$ cat config.mk
export PLATFORM = sky130hd
export DESIGN_NAME = wake_event_ctrl
export DESIGN_NICKNAME = d
export VERILOG_FILES = /design/src/rtl/wake_evt_pkg.sv /design/src/rtl/wake_iso_sync.sv /design/src/rtl/wake_evt_latch.sv /design/src/rtl/wake_pulse_gen.sv /design/src/rtl/wake_event_ctrl.sv
export SDC_FILE = /design/constraint.sdc
export NUM_CORES = 1
export LEC_CHECK = 0
export ABC_CLOCK_PERIOD_IN_PS = 1600
export BUFFER_PORTS_ARGS = -buffer_cell sky130_fd_sc_hd__buf_2
export CAP_MARGIN = 20
export CORE_MARGIN = 4
export CORE_UTILIZATION = 30
export CTS_BUF_LIST = sky130_fd_sc_hd__clkbuf_2
export DETAILED_ROUTE_END_ITERATION = 16
export GPL_TIMING_DRIVEN = 0
export PLACE_DENSITY = 0.63
export RECOVER_POWER = 50
export SLEW_MARGIN = 20
export SYNTH_ARGS = -nofsm -noshare
export SYNTH_HDL_FRONTEND = slang
export SYNTH_HIERARCHICAL = 1
export SYNTH_SLANG_ARGS = --single-unit
$ cat constraint.sdc
create_clock -name clk -period 1.6 [get_ports clk]
set_input_delay 0.08 -clock clk [delete_from_list [all_inputs] [get_ports clk]]
set_output_delay 0.08 -clock clk [all_outputs]
set_load 0.01 [all_outputs]
$ cat src/rtl/wake_evt_pkg.sv
package wake_evt_pkg;

  typedef enum logic [1:0] {
    WK_LVL_HI  = 2'b00,
    WK_LVL_LO  = 2'b01,
    WK_PLS_POS = 2'b10,
    WK_PLS_NEG = 2'b11
  } wake_style_e;

  // Pin level for a given style and logical assertion.
  function automatic logic wake_pin_level(input logic [1:0] style, input logic active);
    return active ^ style[0];
  endfunction

  function automatic logic style_is_pulse(input logic [1:0] style);
    return style[1];
  endfunction

  // Next pending state: a new event beats any clear.
  function automatic logic pend_next(input logic cur, input logic set, input logic clr);
    return set | (cur & ~clr);
  endfunction

endpackage

$ cat src/rtl/wake_iso_sync.sv
module wake_iso_sync (
  input  logic clk,
  input  logic aux_rst_n,
  input  logic iso_n,
  output logic iso_act
);
  logic [1:0] sync_q;

  always_ff @(posedge clk or negedge aux_rst_n) begin
    if (!aux_rst_n) sync_q <= 2'b00;
    else            sync_q <= {sync_q[0], iso_n};
  end

  assign iso_act = ~sync_q[1];
endmodule

$ cat src/rtl/wake_evt_latch.sv
module wake_evt_latch
  import wake_evt_pkg::*;
(
  input  logic clk,
  input  logic aux_rst_n,
  input  logic set_i,
  input  logic clr_i,
  output logic pend_nxt,
  output logic pend_q
);
  assign pend_nxt = pend_next(pend_q, set_i, clr_i);

  always_ff @(posedge clk or negedge aux_rst_n) begin
    if (!aux_rst_n) pend_q <= 1'b0;
    else            pend_q <= pend_nxt;
  end
endmodule

$ cat src/rtl/wake_pulse_gen.sv
module wake_pulse_gen #(
  parameter int PULSE_LEN = 16,
  localparam int CNT_W = $clog2(PULSE_LEN + 1)
) (
  input  logic             clk,
  input  logic             aux_rst_n,
  input  logic             start_i,
  output logic             act_nxt,
  output logic [CNT_W-1:0] cnt_q
);
  localparam logic [CNT_W-1:0] LEN_V = CNT_W'(PULSE_LEN);
  logic [CNT_W-1:0] cnt_nxt;

  always_comb begin
    if (cnt_q != '0)   cnt_nxt = cnt_q - 1'b1;
    else if (start_i)  cnt_nxt = LEN_V;
    else               cnt_nxt = '0;
  end

  assign act_nxt = (cnt_nxt != '0);

  always_ff @(posedge clk or negedge aux_rst_n) begin
    if (!aux_rst_n) cnt_q <= '0;
    else            cnt_q <= cnt_nxt;
  end
endmodule

$ cat src/rtl/wake_event_ctrl.sv
module wake_event_ctrl
  import wake_evt_pkg::*;
#(
  parameter int PULSE_LEN = 16,
  localparam int CNT_W = $clog2(PULSE_LEN + 1)
) (
  input  logic       clk,
  input  logic       aux_rst_n,
  input  logic       pwr_evt,
  input  logic       evt_clr,
  input  logic       bus_rst_n,
  input  logic       iso_n,
  input  logic [1:0] wake_style,
  input  logic       gate_en,
  output logic       pme_oe,
  output logic       wake_out,
  output logic       bus_drv_en
);
  // Named internal events, visible to the bound checker.
  logic             iso_act;
  logic             clr_eff;
  logic             pend_nxt;
  logic             pend_q;
  logic             qual_nxt;
  logic             qual_q;
  logic             pulse_start;
  logic             pulse_act_nxt;
  logic [CNT_W-1:0] pulse_cnt;
  logic             wake_active_nxt;

  wake_iso_sync u_sync (
    .clk       (clk),
    .aux_rst_n (aux_rst_n),
    .iso_n     (iso_n),
    .iso_act   (iso_act)
  );

  // Bus-side clears are honoured only while not isolated.
  assign clr_eff = ~iso_act & (evt_clr | ~bus_rst_n);

  wake_evt_latch u_latch (
    .clk       (clk),
    .aux_rst_n (aux_rst_n),
    .set_i     (pwr_evt),
    .clr_i     (clr_eff),
    .pend_nxt  (pend_nxt),
    .pend_q    (pend_q)
  );

  assign qual_nxt    = pend_nxt & (~gate_en | iso_act);
  assign pulse_start = qual_nxt & ~qual_q;

  wake_pulse_gen #(.PULSE_LEN(PULSE_LEN)) u_pulse (
    .clk       (clk),
    .aux_rst_n (aux_rst_n),
    .start_i   (pulse_start),
    .act_nxt   (pulse_act_nxt),
    .cnt_q     (pulse_cnt)
  );

  assign wake_active_nxt = style_is_pulse(wake_style) ? (pulse_act_nxt & qual_nxt) : qual_nxt;

  always_ff @(posedge clk or negedge aux_rst_n) begin
    if (!aux_rst_n) begin
      qual_q     <= 1'b0;
      wake_out   <= 1'b0;
      bus_drv_en <= 1'b0;
    end else begin
      qual_q     <= qual_nxt;
      wake_out   <= wake_pin_level(wake_style, wake_active_nxt);
      bus_drv_en <= ~iso_act;
    end
  end

  assign pme_oe = pend_q;
endmodule

==> impl_metrics.toml, run 1 <==
[outcome]
outcome = "complete, but fails checks"
violations = "negative setup slack"

[clocking]
clock_path_buffers = 2
clock_latency_ns = 0.25
clockRootBuffer = "clkbuf_2"
cts_buffers = 3
cts_sinks = 11
post_cts_buffers = 0
cts.reportedPaths.clkPinSlew_ns = 0.10
htreeDepth = 1
cts_tree = "done"

[global_routing]
grt_pass1_vias = 389
grt_max_degree = 12
grt_pass1_wl_um = 1570
overflow = 0
track_usage_pct = 8.48
antenna_found_initial = 0

[drt]
ant_nets = 0
wl_met3_um = 51
maxUsedRoutingLayer = "met4"
routedWlPerCell_um = 11.1
first_pass_iters = 1
first_iter_violations = 0
wl_met1_um = 371
via_per_inst = 4.61
drc = 0
wl_um = 886
via_count = 369
route.met2.wl_um = 434

[hold_path]
min_from = "pwr_evt"
hold_end = "u_latch/pend_q"
min_path_type = "in2reg"
min_delay_path_depth = 2

[power]
clkPwrFrac_pct = 16.0
p_comb_share_pct = 39.6
p_int_w = 0.000606
seq_power_share_pct = 44.3
power.density_nw_per_um2 = 1470
swShare_pct = 36.3
p_leak_nw = 0.311
total_power_w = 0.000951
ir_drop_mv = 0.564
p_switching_w = 0.000345

[placement]
post-place-ws_ns = -0.291
place.gp.congestion = 0.612
io_buffers = 11
dpl_cell_area_sq_um = 577
dpl.hpwl_um = 666

[die]
design.core.area_sq_um = 1540
rows = 14
io_pins = 12
initial_core_util_pct = 32.5
die_area_sq_um = 2390
die_h_um = 48.9
die_w_um = 48.9

[synth]
synth-edff-count = 0
synth_area_per_cell_sq_um = 11.1
syn-cell-area_sq_um = 502
synth_common_cells = "dfrtp_1 (11), inv_1 (9), nand2b_1 (3), nor2_1 (3), o21ai_0 (3)"
synthTopCellsByArea = "dfrtp_1 (55%), inv_1 (6.7%), nand2b_1 (3.7%)"
ys_ff_latch = 11
yosysSeqAreaShare_pct = 54.9
synthCells = 45
yosysMostFrequentCell = "dfrtp_1"
ys.flop_type = "dfrtp_1"
synth_area_leader_cell = "dfrtp_1"
async_flop_share_pct = 100
synthDistinctLibCells = 21
ys_warn_count = 6
synth_fp_nets = 55
yosysTopAreaCellShare_pct = 54.9

[worst_setup_path]
cp_max_fo = 3
cp_cell_sequence = "inv_2, a21oi_2, inv_1, a21o_1, a21boi_2, and2b_1, nor4_2, o221ai_2, o221ai_2, xnor2_1"
r2r_start = "u_sync/sync_q[1]"
cpMostUsedCell = "o221ai_2"
slowest_stage = "dfrtp_1"
cp-end-kind = "flip-flop"
max_stage_delay_ns = 0.35
startpoint_type = "flip-flop"
reg2reg_slack_ns = -0.21
worstPathArrival_ns = 1.99
r2r_cells = 10
r2r-end = "wake_out"
cp.required_ns = 1.78
path_class = "reg2reg"

[sta]
rsz0062_at_grt = "yes"
min_period_over_period_pct = 113
finalClockSkew_ns = 0.00301
slew_viol_final = 0
fmaxAchievable_mhz = 554
maxSlewHeadroom_pct = 63.0
worst_hold_slack_ns = 0.0753
fin_ws_ns = -0.206
hold_violations = 0
min_period_ns = 1.81
worst_slew_pin_slew_ns = 0.554
setup_viol = 1

[cells_and_area]
final_cell_area_sq_um = 646
final_core_util_pct = 41.9
syn2layout_area_growth_pct = 28.7
nets = 75
multi_input_area_sq_um = 203
n_antenna_cell = 0
layout-drive-gt1-share_pct = 35.9
n_fill_cell = 155
seq_area_sq_um = 275

[job]
maxCapViolations = 0
[worst max-delay path: cells and delay by family, from the launching register on]
kind | cells | cell delay, ns
AOI/OAI and AO/OA | 5 | 0.81
DFF | 1 | 0.35
and+or+nand+nor | 2 | 0.35
xor gates and xnor gates | 1 | 0.13
buffers and inverters | 2 | 0.10
[power by group through the flow]
stage | Sequential, W | Combinational, W | Clock, W
after CTS | 0.000422 | 0.000381 | 0.000161
after global placement | 0.000423 | 0.000357 | 0
final | 0.000422 | 0.000377 | 0.000152
after floorplan | 0.000421 | 0.000282 | 0
after global routing | 0.000439 | 0.000419 | 0.000178
after detailed placement | 0.000428 | 0.000367 | 0
[metrics by stage]
step                      std cells  setup TNS [ns]
final                            80          -0.206
after global routing             80          -0.334
after CTS                        79          -0.235
after detailed placement         72          -0.291
after global placement           72          -0.224
after floorplan                  45         -0.0560
[sequential cells by signal (all words and copies together), names as in the netlist]
signal / count
wake_out: 1
u_latch/pend_q: 1
bus_drv_en: 1
u_sync/sync_q: 2
u_pulse/cnt_q: 5
qual_q: 1
[worst max path at each step]
stage               endpoint              from  slack [ns]
floorplan           wake_out  u_sync/sync_q[1]       -0.06
global placement    wake_out  u_sync/sync_q[1]       -0.22
global route        wake_out  u_sync/sync_q[1]       -0.33
CTS                 wake_out  u_sync/sync_q[1]       -0.24
finish              wake_out  u_sync/sync_q[1]       -0.21
detailed placement  wake_out  u_sync/sync_q[1]       -0.29
[repair_timing]
| item | in CTS | in global routing |
|---|---|---|
| cloned | 0 | 0 |
| setup endpoints to repair | 1 | 1 |
| hold buffers | 3 | 1 |
| endpoints found under the hold margin | 13 | 1 |
| resized for setup | 3 | 0 |
[metal layers]
layer	vias to the layer above	track usage [%]
met1	167	9.83
met3	3	1.83
met5	-	0
met4	0	6.73
li1	185	-
met2	14	13.3
[cell type report]
cell class / instances / share of cell area, %
clock buffer: 4 / 3.10
inverter: 9 / 5.23
sequential: 11 / 42.6
multi-input combinational: 25 / 31.4
timing repair buffer: 15 / 14.5
tap: 16 / 3.10
[placed cells by master (no fill, tap or decap)]
cell type,Yosys,final
nand3_1,1,1
xnor2_1,1,1
o21ai_0,3,3
nand2b_4,1,1
inv_1,9,8
ha_1,1,1
inv_2,0,1
nor3_2,1,1
a21boi_2,1,1
buf_2,0,10
nand2b_1,3,3
a21o_1,1,1
and2b_1,1,1
dfrtp_1,11,11
nor3_1,1,1
nor2_1,3,3
o31ai_1,1,1
o221ai_2,1,2
nor2b_1,1,1
clkbuf_2,0,4
nor4_2,1,1
a21oi_2,0,1
clkbuf_1,0,1
dlygate4sd3_1,0,4
and4_4,1,1
[cell families after synthesis]
logic type,after synthesis,share of synthesized area (%)
AOI/OAI and AO/OA,9,14.0
xor gates and xnor gates,1,1.75
adders and majority gates,1,2.49
buffers and inverters,9,6.73
DFF,11,54.9
and+or+nand+nor,14,20.2
(Power assumes the default switching activity.)
==> run 2, diff against run 1 <==
--- a/config.mk
+++ b/config.mk
@@ -8,13 +8,13 @@
 export ABC_CLOCK_PERIOD_IN_PS = 1600
 export BUFFER_PORTS_ARGS = -buffer_cell sky130_fd_sc_hd__buf_2
 export CAP_MARGIN = 20
-export CORE_MARGIN = 4
 export CORE_UTILIZATION = 30
 export CTS_BUF_LIST = sky130_fd_sc_hd__clkbuf_2
 export DETAILED_ROUTE_END_ITERATION = 16
 export GPL_TIMING_DRIVEN = 0
 export PLACE_DENSITY = 0.63
 export RECOVER_POWER = 50
+export SETUP_SLACK_MARGIN = 0.15
 export SLEW_MARGIN = 20
 export SYNTH_ARGS = -nofsm -noshare
 export SYNTH_HDL_FRONTEND = slang
==> constraint.sdc (replaced) <==
create_clock -name clk -period 1.6 [get_ports clk]
set_input_delay 0.08 -clock clk [delete_from_list [all_inputs] [get_ports clk]]
set_output_delay 0.08 -clock clk [all_outputs]
set_load 0.1 [all_outputs]
==> run 2 against run 1 <==
The run still ends with negative setup slack left. Register-to-register slack gained 0.07 ns. Combinational power grew 27%. Design area increased by 7.2%. Worst setup slack improved by 0.069 ns. Maximum frequency rose by 4.0%. Critical path depth is the same. Die area down 23%. Sequential power about the same. Worst hold slack gained 0.098 ns. Largest cell class unchanged. Largest power group is now combinational cells.
==> impl_metrics.toml, run 2 (synthesis results as in run 1) <==
[die]
rows = 14
die_area_sq_um = 1840
die_w_um = 42.9
io_pins = 12
die_h_um = 42.9
initial_core_util_pct = 32.5
design.core.area_sq_um = 1540

[global_routing]
grt_pass1_wl_um = 1500
grt_max_degree = 12
grt_pass1_vias = 367
antenna_found_initial = 0
overflow = 0
track_usage_pct = 11.8

[sta]
hold_violations = 0
finalClockSkew_ns = 0.00158
worst_slew_pin_slew_ns = 0.586
slew_viol_final = 0
tns_ns = -0.136
setup_viol = 1
rsz0062_at_grt = "yes"
maxSlewHeadroom_pct = 61.0
min_period_over_period_pct = 109
min_period_ns = 1.74
fmaxAchievable_mhz = 576
fin_ws_ns = -0.136

[outcome]
outcome = "complete, but fails checks"
violations = "negative setup slack"

[clocking]
cts_buffers = 3
cts_tree = "done"
clock_latency_ns = 0.26
cts_sinks = 11
cts.reportedPaths.clkPinSlew_ns = 0.11
clockRootBuffer = "clkbuf_2"
clock_path_buffers = 2
htreeDepth = 1

[worst_setup_path]
cp_max_fo = 3
startpoint_type = "flip-flop"
cp-end-kind = "flip-flop"
cp.required_ns = 1.79
worstPathArrival_ns = 1.93
path_class = "reg2reg"

[power]
power.density_nw_per_um2 = 1530
p_leak_nw = 0.334
ir_drop_mv = 0.711

[cells_and_area]
regMostFlops = "u_pulse/cnt_q"
mostFrequentLayoutCells = "dfrtp_1 (10), buf_2 (10), inv_1 (8)"
n_antenna_cell = 0
n_fill_cell = 152
multi_input_area_sq_um = 215
syn2layout_area_growth_pct = 37.9
reg.largest.list = "u_pulse/cnt_q x5, u_sync/sync_q x2"
fin_cells = 84
largest_register_ffs = 5
nets = 79
seq_area_sq_um = 279
layout-drive-gt1-share_pct = 44.1

[placement]
dpl.hpwl_um = 569
dpl.cell_count = 72
place.gp.congestion = 0.797
io_buffers = 11

[drt]
routedWlPerCell_um = 10.5
via_count = 398
ant_nets = 0
via_per_inst = 4.74
drc = 0
wl_um = 883
first_iter_violations = 2
first_pass_iters = 3

[hold_path]
min_path_type = "in2reg"

[job]
maxCapViolations = 0
run 2: cell types whose count changed in the layout (fill, tap and decap cells not counted), sizes merged:
cell	previous run	this run
clkbuf	5	4
clkinv	0	1
buf	10	14
run 2: per-layer routing:
layer,wire [um],track usage [%],vias up
li1,-,-,199
met5,0,0,-
met4,8,9.38,0
met1,390,13.7,192
met3,23,3.83,2
met2,460,17.6,5
run 2: worst paths after layout:
check | start | cells past startpoint | slack [ns] | to
min | pwr_evt | 3 | 0.17 | u_latch/pend_q
min reg2reg | u_sync/sync_q[0] | 0 | 0.36 | u_sync/sync_q[1]
min in group asynchronous | aux_rst_n | 2 | 0.31 | u_pulse/cnt_q[1]
max in group asynchronous | aux_rst_n | 2 | 0.85 | u_latch/pend_q
max reg2reg | u_sync/sync_q[1] | 10 | -0.14 | wake_out
max | u_sync/sync_q[1] | 10 | -0.14 | wake_out
run 2: critical path: stages (launching register included):
cell      delay, ns
dfrtp_1        0.36
inv_2          0.04
a21oi_2        0.09
inv_1          0.04
a21o_1         0.18
a21boi_2       0.17
and2b_1        0.17
nor4_2         0.17
o221ai_2       0.14
o221ai_2       0.18
xnor2_1        0.13
run 2: cell type report:
type | instances | area share [%]
Sequential cell | 11 | 40.3
Timing Repair Buffer | 19 | 17.9
Tap cell | 16 | 2.89
Multi-Input combinational cell | 25 | 31.1
Clock inverter | 1 | 0.723
Inverter | 9 | 4.88
Clock buffer | 3 | 2.17
run 2: repair_timing:
item,CTS,global route
gates resized for setup,3,2
setup buffers,0,4
endpoints found under the hold margin,14,0
setup endpoints to repair,1,2
pin swaps,0,1
hold buffers,4,0
run 2: metrics by stage:
stage / setup WS [ns] / area [sq um] / power, W / utilization [%] / hold WS, ns
after global routing: -0.291 / 692 / 0.00116 / 44.9 / 0.138
final: -0.136 / 692 / 0.00106 / 44.9 / 0.173
after CTS: -0.165 / 651 / 0.00104 / 42.2 / 0.0423
after floorplan: -0.221 / 505 / 0.000784 / - / -0.216
after detailed placement: -0.173 / 581 / 0.000863 / 37.7 / -0.0410
after global placement: -0.164 / 581 / 0.000859 / 37.7 / -0.0389
run 2: power by group:
group	switching [W]	internal (W)	total [W]
logic	0.000273	0.000204	0.000477
registers	0.0000710	0.000354	0.000425
clock network	0.0000973	0.0000565	0.000154
total	0.000442	0.000614	0.00106
